`src/rtl/tw_regs_pkg.sv`:
```
package tw_regs_pkg;

    // Control register bit positions (software-visible layout)
    localparam int CTL_DONE  = 7;
    localparam int CTL_START = 5;
    localparam int CTL_STOP  = 4;
    localparam int CTL_WCOL  = 3;
    localparam int CTL_EN    = 2;
    localparam int CTL_IE    = 0;
    localparam int CTL_W     = 8;

    typedef enum logic [1:0] {
        SEL_CTL  = 2'd0,
        SEL_STAT = 2'd1,
        SEL_DATA = 2'd2,
        SEL_NONE = 2'd3
    } reg_sel_e;

    typedef struct packed {
        logic done;
        logic start;
        logic stop;
        logic en;
        logic ie;
        logic p_start;
        logic p_stop;
        logic p_rel;
        logic p_en;
        logic p_abort;
    } ctl_state_t;

endpackage

```
`src/rtl/tw_ctl_flags.sv`:
```
module tw_ctl_flags
    import tw_regs_pkg::*;
(
    input  logic             clk,
    input  logic             rst_n,
    input  logic             wr_ctl,
    input  logic [CTL_W-1:0] wdata,
    input  logic             slave_mode,
    input  logic             eng_done,
    input  logic             eng_stop_done,
    output logic             done,
    output logic             start,
    output logic             stop,
    output logic             en,
    output logic             ie,
    output logic             p_start,
    output logic             p_stop,
    output logic             p_rel,
    output logic             p_en,
    output logic             p_abort
);

    ctl_state_t st_d, st_q;

    always_comb begin
        st_d         = st_q;
        st_d.p_start = 1'b0;
        st_d.p_stop  = 1'b0;
        st_d.p_rel   = 1'b0;
        st_d.p_en    = 1'b0;
        st_d.p_abort = 1'b0;

        // engine completion of STOP clears the request
        if (eng_stop_done) begin
            st_d.stop = 1'b0;
        end

        if (wr_ctl) begin
            if (wdata[CTL_DONE]) begin
                st_d.done = 1'b0;
            end
            st_d.ie    = wdata[CTL_IE];
            st_d.en    = wdata[CTL_EN];
            st_d.start = wdata[CTL_START] & wdata[CTL_EN];
            if (wdata[CTL_EN]) begin
                if (wdata[CTL_START]) begin
                    st_d.p_start = 1'b1;
                end
                if (wdata[CTL_STOP] && !slave_mode) begin
                    st_d.stop   = 1'b1;
                    st_d.p_stop = 1'b1;
                end
                if (!st_q.en) begin
                    st_d.p_en = 1'b1;
                end
            end else begin
                st_d.stop = 1'b0;
                if (st_q.en) begin
                    st_d.p_abort = 1'b1;
                end
            end
            if (wdata[CTL_STOP] && slave_mode) begin
                st_d.p_rel = 1'b1;
            end
        end

        // a new completion event wins over a clear in the same cycle
        if (eng_done) begin
            st_d.done = 1'b1;
        end
    end

    always_ff @(posedge clk or negedge rst_n) begin
        if (!rst_n) begin
            st_q <= '0;
        end else begin
            st_q <= st_d;
        end
    end

    assign done    = st_q.done;
    assign start   = st_q.start;
    assign stop    = st_q.stop;
    assign en      = st_q.en;
    assign ie      = st_q.ie;
    assign p_start = st_q.p_start;
    assign p_stop  = st_q.p_stop;
    assign p_rel   = st_q.p_rel;
    assign p_en    = st_q.p_en;
    assign p_abort = st_q.p_abort;

endmodule

```
`src/rtl/tw_stat_reg.sv`:
```
module tw_stat_reg #(
    parameter int STAT_W  = 5,
    parameter int PRESC_W = 2
) (
    input  logic               clk,
    input  logic               rst_n,
    input  logic               wr_stat,
    input  logic [PRESC_W-1:0] wr_presc,
    input  logic [STAT_W-1:0]  eng_status,
    input  logic               eng_status_vld,
    output logic [STAT_W-1:0]  code,
    output logic [PRESC_W-1:0] presc
);

    typedef struct packed {
        logic [STAT_W-1:0]  code;
        logic [PRESC_W-1:0] presc;
    } stat_state_t;

    stat_state_t sr_d, sr_q;

    always_comb begin
        sr_d = sr_q;
        if (wr_stat) begin
            sr_d.presc = wr_presc;
        end
        if (eng_status_vld) begin
            sr_d.code = eng_status;
        end
    end

    always_ff @(posedge clk or negedge rst_n) begin
        if (!rst_n) begin
            sr_q.code  <= '1;
            sr_q.presc <= '0;
        end else begin
            sr_q <= sr_d;
        end
    end

    assign code  = sr_q.code;
    assign presc = sr_q.presc;

endmodule

```
`src/rtl/tw_data_reg.sv`:
```
module tw_data_reg #(
    parameter int W = 8
) (
    input  logic         clk,
    input  logic         rst_n,
    input  logic         wr_data,
    input  logic [W-1:0] wdata,
    input  logic         done,
    output logic [W-1:0] data,
    output logic         wcol
);

    typedef struct packed {
        logic [W-1:0] data;
        logic         wcol;
    } data_state_t;

    data_state_t dr_d, dr_q;

    always_comb begin
        dr_d = dr_q;
        if (wr_data) begin
            if (done) begin
                dr_d.data = wdata;
                dr_d.wcol = 1'b0;
            end else begin
                dr_d.wcol = 1'b1;
            end
        end
    end

    always_ff @(posedge clk or negedge rst_n) begin
        if (!rst_n) begin
            dr_q <= '0;
        end else begin
            dr_q <= dr_d;
        end
    end

    assign data = dr_q.data;
    assign wcol = dr_q.wcol;

endmodule

```
`src/rtl/tw_bus_regs.sv`:
```
module tw_bus_regs
    import tw_regs_pkg::*;
#(
    parameter  int REG_W   = 8,
    parameter  int STAT_W  = 5,
    localparam int PRESC_W = REG_W - STAT_W - 1
) (
    input  logic               clk,
    input  logic               rst_n,
    input  logic               cpu_wr,
    input  logic [1:0]         cpu_addr,
    input  logic [REG_W-1:0]   cpu_wdata,
    output logic [REG_W-1:0]   cpu_rdata,
    input  logic               gie,
    input  logic               eng_slave_mode,
    input  logic               eng_done,
    input  logic               eng_stop_done,
    input  logic [STAT_W-1:0]  eng_status,
    input  logic               eng_status_vld,
    output logic               cmd_start,
    output logic               cmd_stop,
    output logic               cmd_release,
    output logic               cmd_enable,
    output logic               cmd_abort,
    output logic               eng_en,
    output logic [PRESC_W-1:0] eng_presc,
    output logic [REG_W-1:0]   eng_tx_data,
    output logic               irq
);

    reg_sel_e sel;
    logic wr_ctl, wr_stat, wr_data;
    logic done_w, start_w, stop_w, en_w, ie_w, wcol_w;
    logic [STAT_W-1:0]  stat_code_w;
    logic [PRESC_W-1:0] presc_w;
    logic [REG_W-1:0]   data_w;

    assign sel     = reg_sel_e'(cpu_addr);
    assign wr_ctl  = cpu_wr && (sel == SEL_CTL);
    assign wr_stat = cpu_wr && (sel == SEL_STAT);
    assign wr_data = cpu_wr && (sel == SEL_DATA);

    tw_ctl_flags u_ctl (
        .clk           (clk),
        .rst_n         (rst_n),
        .wr_ctl        (wr_ctl),
        .wdata         (cpu_wdata[CTL_W-1:0]),
        .slave_mode    (eng_slave_mode),
        .eng_done      (eng_done),
        .eng_stop_done (eng_stop_done),
        .done          (done_w),
        .start         (start_w),
        .stop          (stop_w),
        .en            (en_w),
        .ie            (ie_w),
        .p_start       (cmd_start),
        .p_stop        (cmd_stop),
        .p_rel         (cmd_release),
        .p_en          (cmd_enable),
        .p_abort       (cmd_abort)
    );

    tw_stat_reg #(
        .STAT_W  (STAT_W),
        .PRESC_W (PRESC_W)
    ) u_stat (
        .clk            (clk),
        .rst_n          (rst_n),
        .wr_stat        (wr_stat),
        .wr_presc       (cpu_wdata[PRESC_W-1:0]),
        .eng_status     (eng_status),
        .eng_status_vld (eng_status_vld),
        .code           (stat_code_w),
        .presc          (presc_w)
    );

    tw_data_reg #(
        .W (REG_W)
    ) u_data (
        .clk     (clk),
        .rst_n   (rst_n),
        .wr_data (wr_data),
        .wdata   (cpu_wdata),
        .done    (done_w),
        .data    (data_w),
        .wcol    (wcol_w)
    );

    always_comb begin
        cpu_rdata = '0;
        unique case (sel)
            SEL_CTL: begin
                cpu_rdata[CTL_DONE]  = done_w;
                cpu_rdata[CTL_START] = start_w;
                cpu_rdata[CTL_STOP]  = stop_w;
                cpu_rdata[CTL_WCOL]  = wcol_w;
                cpu_rdata[CTL_EN]    = en_w;
                cpu_rdata[CTL_IE]    = ie_w;
            end
            SEL_STAT: cpu_rdata = {stat_code_w, 1'b0, presc_w};
            SEL_DATA: cpu_rdata = data_w;
            default:  cpu_rdata = '0;
        endcase
    end

    assign eng_en      = en_w;
    assign eng_presc   = presc_w;
    assign eng_tx_data = data_w;
    assign irq         = done_w & ie_w & gie;

endmodule

```
`config.mk`:
```
export PLATFORM = sky130hd
export DESIGN_NAME = tw_bus_regs
export DESIGN_NICKNAME = d
export VERILOG_FILES = /design/src/rtl/tw_regs_pkg.sv /design/src/rtl/tw_ctl_flags.sv /design/src/rtl/tw_stat_reg.sv /design/src/rtl/tw_data_reg.sv /design/src/rtl/tw_bus_regs.sv
export SDC_FILE = /design/constraint.sdc
export NUM_CORES = 1
export LEC_CHECK = 0
export ABC_AREA = 0
export BUFFER_PORTS_ARGS = -buffer_cell sky130_fd_sc_hd__buf_2
export CORE_ASPECT_RATIO = 0.9
export CORE_MARGIN = 2
export CORE_UTILIZATION = 31
export DETAILED_ROUTE_END_ITERATION = 12
export GPL_ROUTABILITY_DRIVEN = 1
export PLACE_DENSITY_LB_ADDON = 0.08
export SLEW_MARGIN = 20
export SYNTH_ARGS = -nofsm -noshare
export SYNTH_HDL_FRONTEND = slang
export SYNTH_SLANG_ARGS = --single-unit
```
`constraint.sdc`:
```
create_clock -name clk -period 1.1 [get_ports clk]
set_input_delay 0.11 -clock clk [delete_from_list [all_inputs] [get_ports clk]]
set_output_delay 0.11 -clock clk [all_outputs]
set_load 0.05 [all_outputs]
```
### Yosys cells after proc, flatten, opt, wreduce, memory -nomap -nowiden

Index checks and enable logic that the tools add are counted.

* bits in registers: 26
* bits of input ports: 23

* equality and inequality tests: 2
* muxes and demuxes: 20
* bitwise operators: 3
* reductions and logical operators: 11

Operators with widths (count)
* two-way mux 1 bit: 13
* case mux 4 bit (3 select lines): 1
* two-way mux 10 bit: 1
* case mux 1 bit (3 select lines): 2
* logical AND 1 bit: 5
* case mux 1 bit (2 select lines): 2
* AND reduction 2 bit: 2
* nonzero test 2 bit: 2
* bitwise AND 1 bit: 3
* == test 2 x 1 -> 1 bit (second input constant): 1
* == test 2 bit (second input constant): 1
* zero test 2 bit: 1
* two-way mux 2 bit: 1
* zero test 1 bit: 1

### Depth between registers and ports, before layout

Gate-level depths: netlist of the first run.

* depth after elaboration: 6
* gate-level depth with buffers: 5

### Hierarchy

Synthesis of the first run repeated with hierarchy kept, for this count alone.

* cells, all modules: 87
* area total of the unflattened synthesis: 1156.1 µm²

Modules (own cells, without submodules)
* tw_ctl_flags: times used 1, cells an instance 26, area an instance 352.8 µm²
* tw_data_reg: times used 1, cells an instance 20, area an instance 340.3 µm²
* tw_stat_reg: times used 1, cells an instance 14, area an instance 260.2 µm²
* tw_bus_regs: times used 1, cells an instance 27, area an instance 202.7 µm²

### Worst setup path before layout of the first run

No wires, ideal clock.

* path kind: register to output
* start: reg u_data.dr_q (netlist bit u_data.data[1])
* end: out cpu_rdata[1]
* data arrival time: 1.505 ns
* required time: 0.990 ns
* setup slack: -0.515 ns
* cell stages (with the launch flop): 3
* buffers on the path: 0
* path through: dfrtp_1 -> a22oi_1 -> nor2b_1

* cells in the longest elaborated chain, start to end: 1

RTL lines
* start: declaration: line tw_data_reg.sv:18 `data_state_t dr_d, dr_q;`
* start signal: assignment: line tw_data_reg.sv:36 `dr_q <= dr_d;`
* case mux 1 bit (2 select lines): line tw_bus_regs.sv:91 `unique case (sel)`
* end: declaration: line tw_bus_regs.sv:13 `output logic [REG_W-1:0] cpu_rdata,`

No other way between the ends.

### Worst setup path after layout of the first run

* start: reg u_ctl.st_q (netlist bit u_ctl.stop)
* end: out cpu_rdata[4]

* cells in the longest elaborated chain, start to end: 1

RTL lines
* start: declaration: line tw_ctl_flags.sv:23 `ctl_state_t st_d, st_q;`
* start signal: assignment: line tw_ctl_flags.sv:77 `st_q <= st_d;`
* case mux 4 bit (3 select lines): line tw_bus_regs.sv:91

No other way between the ends.

==> flow_metrics.tcl, run 1 <==
set metrics [dict create \
    tightest_slew_ns 0.4468 \
    seq_area_frac_synth_pct 56.03 \
    r2r_slack_ns -0.08 \
    place.gp.congestion 0.7234 \
    synthesis.area_per_instance_um2 13.17 \
    clock_sinks 26 \
    ctsLongestPathBuffers 2 \
    antenna_found_initial 0 \
    maxSlewHeadroom_pct 70.21 \
    row_cnt 21 \
    run_status "finished with violations" \
    grt_setup_unrepaired "true" \
    post-layout-total-power_w 0.003093 \
    post_synth_most_frequent_cells "dfrtp_1 (21), mux2_2 (14), nor2_1 (8)" \
    setup.worst_path.start_class "flop" \
    powerDensity_nw_per_um2 1555 \
    numCtsBuffers 3 \
    share_of_layout_cells_above_drive_strength_1_pct 75.61 \
    cell_type_with_the_largest_total_area_after_synthesis "dfrtp_1" \
    fillers 330 \
    io_buffers 47 \
    design.core.area_um2 3679 \
    drtAntennaViolNets 0 \
    hold_end "u_ctl.p_stop$_DFF_PN0_" \
    timing.critical_path.fanout_max 2 \
    footprint_of_the_multi_input_gates_um2 579.3 \
    worst_ep_arrival_time_ns 1.37 \
    r2r.worst_path.cells 3 \
    ys_async_sr_fraction_pct 100.0 \
    ctsHtreeMaxLevel 1 \
    remaining_drc_errors 0 \
    cts.reportedPaths.clkPinSlew_ns 0.09 \
    critPathLaunch "u_ctl.stop$_DFF_PN0_" \
    wl_per_cell_um 14.21 \
    regToRegStartpoint "u_ctl.done$_DFFE_PN0P_" \
    holdCritStartpoint "eng_slave_mode" \
    clock_skew_ns 0.004478 \
    first_global_vias 1038 \
    floorplan.die_area_um2 4291 \
    grt_first_pass_wirelength_um 4864 \
    antenna_cells 0 \
    cell_leakage_power_nw 0.9309 \
    overflow_left_after_global_routing 0 \
    netlist-cell-type-count 25 \
    timing.final.ws_setup_ns -0.3825 \
    worst-setup-path-type "flop to output pin" \
    detailroute.via_count 992 \
    dpl_worst_slack_ns -0.4058 \
    seqCellArea_um2 669.4 \
    nNetsFinal 192 \
    horizontal_die_dimension_um 68.83 \
    synth_ff_type "dfrtp_1" \
    min_delay_path_depth 2 \
    worst_ir_drop_on_vdd_mv 0.6764 \
    hpwlAfterDp_um 2138 \
    number_of_setup_violations_in_the_final_report 18 \
    globalRouteTotalUtil_pct 15.06 \
    synth.area.top_cells "dfrtp_1 (45%), mux2_2 (13%), dfstp_2 (11%)" \
    first_pass_iters 7 \
    timing.critical_path.buf_inv 1 \
    clock.fmax_mhz 674.5 \
    critical-path-slowest-cell "a222oi_1" \
    detailedRoute.firstIterationViolations 77 \
    clk_root_buffer_cell "clkbuf_8" \
    setup.worst_path.end_class "output pin" \
    critical_path.max_stage_delay_ns 0.48 \
    synth_edf_count 0 \
    r2r-end "u_data.data[0]$_DFFE_PN0P_" \
    post_drt_via_cell_ratio 4.724 \
    syn-instance-count 89 \
    worst_path_dominant_cell_family "compound AO/OA/AOI/OAI gates" \
    dieHeight_um 62.34 \
    yosys_register_bits 26 \
    areaGrowthSynthToFinish_pct 69.69 \
    final_period_minus_worst_setup_slack_ns 1.482 \
    hold_violations 0 \
    postRouteWirelength_um 2984 \
    fin_crit_sh_pct 134.8 \
    cts_tree "built" \
    worstHoldPathType "input port to flop" \
    violations "setup timing" \
    initial_core_util_pct 31.87 \
    combined_area_of_all_synthesized_cells_um2 1172 \
    synth.most_common_cell "dfrtp_1" \
    crit_required_ns 0.99 \
    syn-num-nets 116 \
    ys_warns 0 \
    floorplan.io_pins 48 \
    drv.max_cap_violation_count 0 \
    pin_count_of_the_biggest_net_entering_global_routing 27 \
    final-max-slew-violation-count 0 \
    worstSkewPairLatency_ns 0.26 \
    area_share_of_the_largest_cell_type_after_synthesis_pct 44.82 \
    worstPathCellList "a222oi_1 -> nor2_4 -> buf_6" \
]
per-layer routing:
metal / track usage [%] / wire (um) / vias up
met3: 2.899 / 176 / 2
li1: - / - / 474
met4: 3.676 / 19 / 0
met2: 23.20 / 1450 / 38
met1: 21.65 / 1338 / 478
met5: 0 / 0 / -
through the flow:
step	instance area (um^2)	hold WS [ns]	instances	util, %	TNS (ns)
3_5_place_dp	1693	0.1229	200	46.02	-6.926
2_1_floorplan	1254	-0.1856	89	-	-0.7719
3_3_place_gp	1693	0.1205	200	46.02	-6.736
6_report	1989	0.02089	210	54.08	-3.002
5_1_grt	1989	0.006088	210	54.08	-3.934
4_1_cts	1911	0.01569	207	51.94	-2.956
where the power goes:
part           switching, W  total (W)  internal (W)
combinational      0.000729    0.00135      0.000625
sequential        0.0000906    0.00119       0.00110
clock              0.000287   0.000545      0.000259
area by class of cell:
type | instances | area share, %
Tap cell | 46 | 2.893
Sequential cell | 26 | 33.65
Clock buffer | 4 | 2.264
Inverter | 3 | 0.5660
Timing Repair Buffer | 75 | 31.51
Multi-Input combinational cell | 56 | 29.12
registers in the layout, indices dropped and copies added, names as in the netlist:
| register | flops |
|---|---|
| u_data.data | 8 |
| u_stat.code | 5 |
| u_stat.presc | 2 |
| u_ctl.done | 1 |
| u_ctl.en | 1 |
| u_ctl.ie | 1 |
| u_ctl.p_abort | 1 |
| u_ctl.p_en | 1 |
| u_ctl.p_rel | 1 |
| u_ctl.p_start | 1 |
| u_ctl.p_stop | 1 |
| u_ctl.start | 1 |
| u_ctl.stop | 1 |
| u_data.wcol | 1 |
cell families (layout without fill, tap and decap cells):
| family | after synthesis | count (layout) | synth area share, % |
|---|---|---|---|
| AOI/OAI and AO/OA | 12 | 12 | 9.179 |
| and+or+nand+nor | 23 | 23 | 11.21 |
| buffers and inverters | 7 | 82 | 3.095 |
| adders and majority gates | 4 | 4 | 4.269 |
| DFF | 26 | 26 | 56.03 |
| muxes | 17 | 17 | 16.22 |
layout by cell type, fill, tap and decap left out, types with 3 or more instances in the layout:
cell / n
buf_2: 30
buf_6: 19
buf_4: 17
mux2_2: 13
dfrtp_1: 11
dfrtp_2: 10
buf_8: 7
nor2_4: 6
a222oi_1: 5
dfstp_2: 5
nand2_1: 4
a22oi_2: 3
inv_1: 3
clkbuf_8: 3
what timing repair did:
| item | 4_1_cts | 5_1_grt |
|---|---|---|
| setup endpoints to repair | 24 | 24 |
| cloned | 0 | 0 |
| pin swaps | 8 | 6 |
| setup buffers | 2 | 5 |
| resized for setup | 43 | 15 |
| hold endpoints to repair | 21 | 0 |
| hold buffers | 1 | 0 |
worst max path at each step:
stage,to,slack [ns],cells past startpoint
5_1_grt,cpu_rdata[4],-0.47,3
6_report,cpu_rdata[4],-0.38,3
3_3_place_gp,cpu_rdata[0],-0.40,7
4_1_cts,cpu_rdata[0],-0.39,4
2_1_floorplan,cpu_rdata[1],-0.14,2
3_5_place_dp,cpu_rdata[0],-0.41,7
No activity file was read; power rests on OpenSTA's default activity.
==> run 2, diff against run 1 <==
SETUP_SLACK_MARGIN = 0.3   (was unset)
==> flow_metrics.tcl, run 2 (synthesis gave the netlist of run 1 again) <==
set metrics [dict create \
    run_status "finished with violations" \
    violations "setup timing" \
    r2r_slack_ns -0.06 \
    areaGrowthSynthToFinish_pct 98.29 \
    number_of_setup_violations_in_the_final_report 27 \
    post-layout-total-power_w 0.003343 \
    powerDensity_nw_per_um2 1438 \
    numCtsBuffers 3 \
    wl_per_cell_um 14.86 \
    final-max-slew-violation-count 0 \
    detailedRoute.firstIterationViolations 56 \
    floorplan.io_pins 48 \
    overflow_left_after_global_routing 0 \
    post_drt_via_cell_ratio 4.830 \
    tightest_slew_ns 0.3541 \
    largest_register_ff_count 8 \
    row_cnt 21 \
    dpl_cell_area_um2 1734 \
    setup.worst_path.start_class "flop" \
    floorplan.die_area_um2 4291 \
    clock.fmax_mhz 671.5 \
    drv.max_cap_violation_count 0 \
    seqCellArea_um2 671.9 \
    maxSlewHeadroom_pct 76.40 \
    fin_crit_sh_pct 135.4 \
    horizontal_die_dimension_um 68.83 \
    globalRouteTotalUtil_pct 16.97 \
    ctsLongestPathBuffers 2 \
    drtAntennaViolNets 0 \
    cell_leakage_power_nw 1.085 \
    pin_count_of_the_biggest_net_entering_global_routing 27 \
    share_of_layout_cells_above_drive_strength_1_pct 84.75 \
    clk_root_buffer_cell "clkbuf_8" \
    first_pass_iters 4 \
    design.core.area_um2 3679 \
    setup.worst_path.end_class "output pin" \
    detailroute.via_count 1077 \
    clock_skew_ns 0.008131 \
    worstSkewPairLatency_ns 0.27 \
    antenna_cells 0 \
    layout.cell_area.non_filler_um2 2325 \
    worst_ir_drop_on_vdd_mv 1.123 \
    dieHeight_um 62.34 \
    crit_required_ns 0.99 \
    grt_setup_unrepaired "true" \
    postLayoutCoreUtil_pct 63.20 \
    fillers 314 \
    postRouteWirelength_um 3314 \
    antenna_found_initial 0 \
    clock_sinks 26 \
    hold_violations 0 \
    mostFrequentLayoutCell "buf_6" \
    worst_ep_arrival_time_ns 1.38 \
    final_period_minus_worst_setup_slack_ns 1.489 \
    worst-setup-path-type "flop to output pin" \
    hpwlAfterDp_um 2271 \
    timing.hold.ws_ns 0.01152 \
    place.gp.congestion 0.7943 \
    remaining_drc_errors 0 \
    first_global_vias 1149 \
    ctsHtreeMaxLevel 1 \
    timing.critical_path.fanout_max 2 \
    grt_first_pass_wirelength_um 5526 \
    worstHoldPathType "input port to flop" \
    initial_core_util_pct 31.87 \
    io_buffers 47 \
    cts_tree "built" \
    mostFrequentLayoutCells "buf_6 (35), buf_2 (21), buf_4 (18)" \
    dpl_worst_slack_ns -0.3855 \
    footprint_of_the_multi_input_gates_um2 694.4 \
    timing.final.ws_setup_ns -0.3893 \
    nNetsFinal 205 \
    cts.reportedPaths.clkPinSlew_ns 0.10 \
]
==> run 2: cell types whose count changed in the layout (fill, tap and decap cells not counted), moves of 6 or more <==
cell / previous run / this run
mux2_2: 13 / 5
buf_6: 19 / 35
buf_2: 30 / 21
mux2_4: 1 / 11
buf_8: 7 / 13
==> run 2: critical path: stages, from the launching register on <==
cell	delay, ns
dfrtp_2	0.42
a222oi_1	0.33
buf_4	0.18
nor2_4	0.04
buf_8	0.14
==> run 2: per-layer routing <==
metal	share of wire (%)	routed length, um	global-route usage (%)	up-vias
li1	-	-	-	497
met1	43	1434	23.12	545
met2	52	1724	28.00	33
met3	4.3	143	3.804	2
met4	0.36	12	2.206	0
met5	0	0	0	-
==> run 2: final cells by class <==
cell class / instances / area share (%)
Clock buffer: 4 / 1.938
Inverter: 3 / 0.6997
Multi-Input combinational cell: 56 / 29.87
Sequential cell: 26 / 28.90
Tap cell: 46 / 2.476
Timing Repair Buffer: 88 / 36.11
==> run 2: worst paths after layout <==
| kind | startpoint | cells after the start | end |
|---|---|---|---|
| hold reg to reg | u_ctl.start$_DFFE_PN0P_ | 1 | u_ctl.start$_DFFE_PN0P_ |
| hold / removal | eng_slave_mode | 2 | u_ctl.p_stop$_DFF_PN0_ |
| max in group asynchronous | rst_n | 3 | u_stat.code[3]$_DFFE_PN1P_ |
| setup / recovery | u_data.data[0]$_DFFE_PN0P_ | 4 | cpu_rdata[0] |
| min in group asynchronous | rst_n | 3 | u_ctl.p_stop$_DFF_PN0_ |
| setup reg to reg | u_ctl.done$_DFFE_PN0P_ | 3 | u_data.data[7]$_DFFE_PN0P_ |
==> run 2: repair_timing <==
| item | CTS | global route |
|---|---|---|
| hold endpoints to repair | 21 | 0 |
| hold buffers | 1 | 0 |
| resized for setup | 96 | 13 |
| buffers inserted | 10 | 8 |
| setup endpoints to repair | 41 | 45 |
| pin swaps | 16 | 8 |
==> run 2: where the power goes <==
| part | total [W] | switching [W] | internal [W] |
|---|---|---|---|
| logic | 0.00157 | 0.000772 | 0.000796 |
| clock network | 0.000566 | 0.000307 | 0.000259 |
| registers | 0.00121 | 0.000102 | 0.00111 |
==> run 2: through the flow <==
stage / setup TNS, ns / instances
finish: -3.766 / 223
global route: -5.098 / 223
global placement: -5.511 / 200
detailed placement: -6.072 / 200
CTS: -3.147 / 215
floorplan: -0.6237 / 89
==> run 3, diff against run 2 <==
CORE_ASPECT_RATIO = 0.5   (was 0.9)
==> flow_metrics.tcl, run 3 (synthesis gave the netlist of run 1 again) <==
set metrics [dict create \
    clk_root_buffer_cell "clkbuf_8" \
    hold_end "u_ctl.p_stop$_DFF_PN0_" \
    remaining_drc_errors 0 \
    post-layout-total-power_w 0.003348 \
    setup.worst_path.end_class "output pin" \
    regToRegStartpoint "u_ctl.done$_DFFE_PN0P_" \
    nNetsFinal 198 \
    final_cells 221 \
    cts_tree "built" \
    first_pass_iters 5 \
    design.core.area_um2 3528 \
    grt_setup_unrepaired "true" \
    largest_register_ff_count 8 \
    cts.reportedPaths.clkPinSlew_ns 0.09 \
    overflow_left_after_global_routing 0 \
    drv.max_cap_violation_count 0 \
    clock.fmax_mhz 680.7 \
    floorplan.die_area_um2 4320 \
    post_drt_via_cell_ratio 4.620 \
    share_of_layout_cells_above_drive_strength_1_pct 85.29 \
    globalRouteTotalUtil_pct 15.37 \
    wl_per_cell_um 14.10 \
    dieHeight_um 47.49 \
    fin_crit_sh_pct 133.5 \
    ctsLongestPathBuffers 2 \
    worst-setup-path-type "flop to output pin" \
    number_of_setup_violations_in_the_final_report 19 \
    hold_violations 0 \
    setup.worst_path.start_class "flop" \
    first_global_vias 1046 \
    holdCritStartpoint "eng_slave_mode" \
    worst_ir_drop_on_vdd_mv 0.7226 \
    cell_leakage_power_nw 1.024 \
    postLayoutCoreUtil_pct 64.01 \
    timing.critical_path.fanout_max 2 \
    drtAntennaViolNets 0 \
    antenna_found_initial 0 \
    clock_skew_ns 0.002019 \
    areaGrowthSynthToFinish_pct 92.64 \
    ctsHtreeMaxLevel 1 \
    tightest_slew_ns 0.4667 \
    final_period_minus_worst_setup_slack_ns 1.469 \
    detailedRoute.firstIterationViolations 51 \
    pin_count_of_the_biggest_net_entering_global_routing 27 \
    floorplan.io_pins 48 \
    crit_required_ns 0.99 \
    maxSlewHeadroom_pct 68.89 \
    powerDensity_nw_per_um2 1483 \
    numCtsBuffers 3 \
    layout.cell_area.non_filler_um2 2258 \
    timing.final.ws_setup_ns -0.3690 \
    r2r_slack_ns -0.16 \
    min_delay_path_depth 2 \
    grt_first_pass_wirelength_um 5057 \
    r2r.worst_path.cells 4 \
    dp_cells 204 \
    mostFrequentLayoutCell "buf_6" \
    antenna_cells 0 \
    r2r-end "u_data.data[3]$_DFFE_PN0P_" \
    worstHoldPathType "input port to flop" \
    initial_core_util_pct 33.23 \
    postRouteWirelength_um 3116 \
    run_status "finished with violations" \
    violations "setup timing" \
    hpwlAfterDp_um 2084 \
    detailroute.via_count 1021 \
    worstSkewPairLatency_ns 0.27 \
    mostFrequentLayoutCells "buf_6 (32), buf_2 (21), buf_8 (14)" \
    horizontal_die_dimension_um 90.97 \
    clock_sinks 26 \
    worst_ep_arrival_time_ns 1.36 \
    row_cnt 15 \
    dpl_cell_area_um2 1745 \
    place.gp.congestion 0.7356 \
    io_buffers 47 \
    final-max-slew-violation-count 0 \
]
## run 3: worst max-delay path by stage
stage	from	endpoint	slack, ns	cells past startpoint
2_1_floorplan	u_data.data[0]$_DFFE_PN0P_	cpu_rdata[0]	-0.14	2
3_3_place_gp	cpu_addr[0]	cpu_rdata[5]	-0.35	7
3_5_place_dp	cpu_addr[0]	cpu_rdata[7]	-0.35	7
4_1_cts	u_data.data[7]$_DFFE_PN0P_	cpu_rdata[7]	-0.39	4
5_1_grt	u_ctl.stop$_DFF_PN0_	cpu_rdata[4]	-0.46	3
6_report	u_data.data[7]$_DFFE_PN0P_	cpu_rdata[7]	-0.37	4
## run 3: worst max-delay path, stage by stage (launching register included)
cell and delay (ns):
dfrtp_2 0.42, a222oi_1 0.32, buf_4 0.18, nor2_4 0.03, buf_6 0.14
## run 3: repair_timing
action	4_1_cts	5_1_grt
hold endpoints to repair	21	0
hold buffers	1	0
pin swaps	15	7
gates cloned	0	0
gates resized for setup	87	12
endpoints found under the setup margin	44	46
buffers inserted	9	3
## run 3: final cells by class
| cell class | instances | area, um^2 |
|---|---|---|
| multi-input combinational | 56 | 658.1 |
| tap | 51 | 63.81 |
| clock buffer | 4 | 55.05 |
| fill | 291 | 1270 |
| sequential | 26 | 671.9 |
| inverter | 3 | 13.76 |
| timing repair buffer | 81 | 795.8 |
## run 3: where the power goes
group / internal, W / switching [W] / leakage (nW)
sequential: 0.00111 / 0.0000967 / 0.302
clock: 0.000320 / 0.000292 / 0.0288
combinational: 0.000766 / 0.000768 / 0.693
total: 0.00219 / 0.00116 / 1.02
## run 3: layer usage
| layer | wire length (um) | part of all wire, % | global-route usage [%] |
|---|---|---|---|
| met5 | 0 | 0 | 0 |
| met4 | 0 | 0 | 1.818 |
| met3 | 229 | 7.3 | 4.724 |
| met2 | 1499 | 48 | 25.33 |
| met1 | 1387 | 45 | 21.29 |
## run 3: metrics by stage
stage / setup WS [ns] / TNS [ns] / hold WS [ns]
floorplan: -0.1387 / -0.6237 / -0.1856
global placement: -0.3488 / -5.135 / 0.1262
detailed placement: -0.3525 / -5.314 / 0.1214
CTS: -0.3878 / -2.972 / 0.009612
global route: -0.4635 / -4.495 / 0.01016
finish: -0.3690 / -3.658 / 0.01590
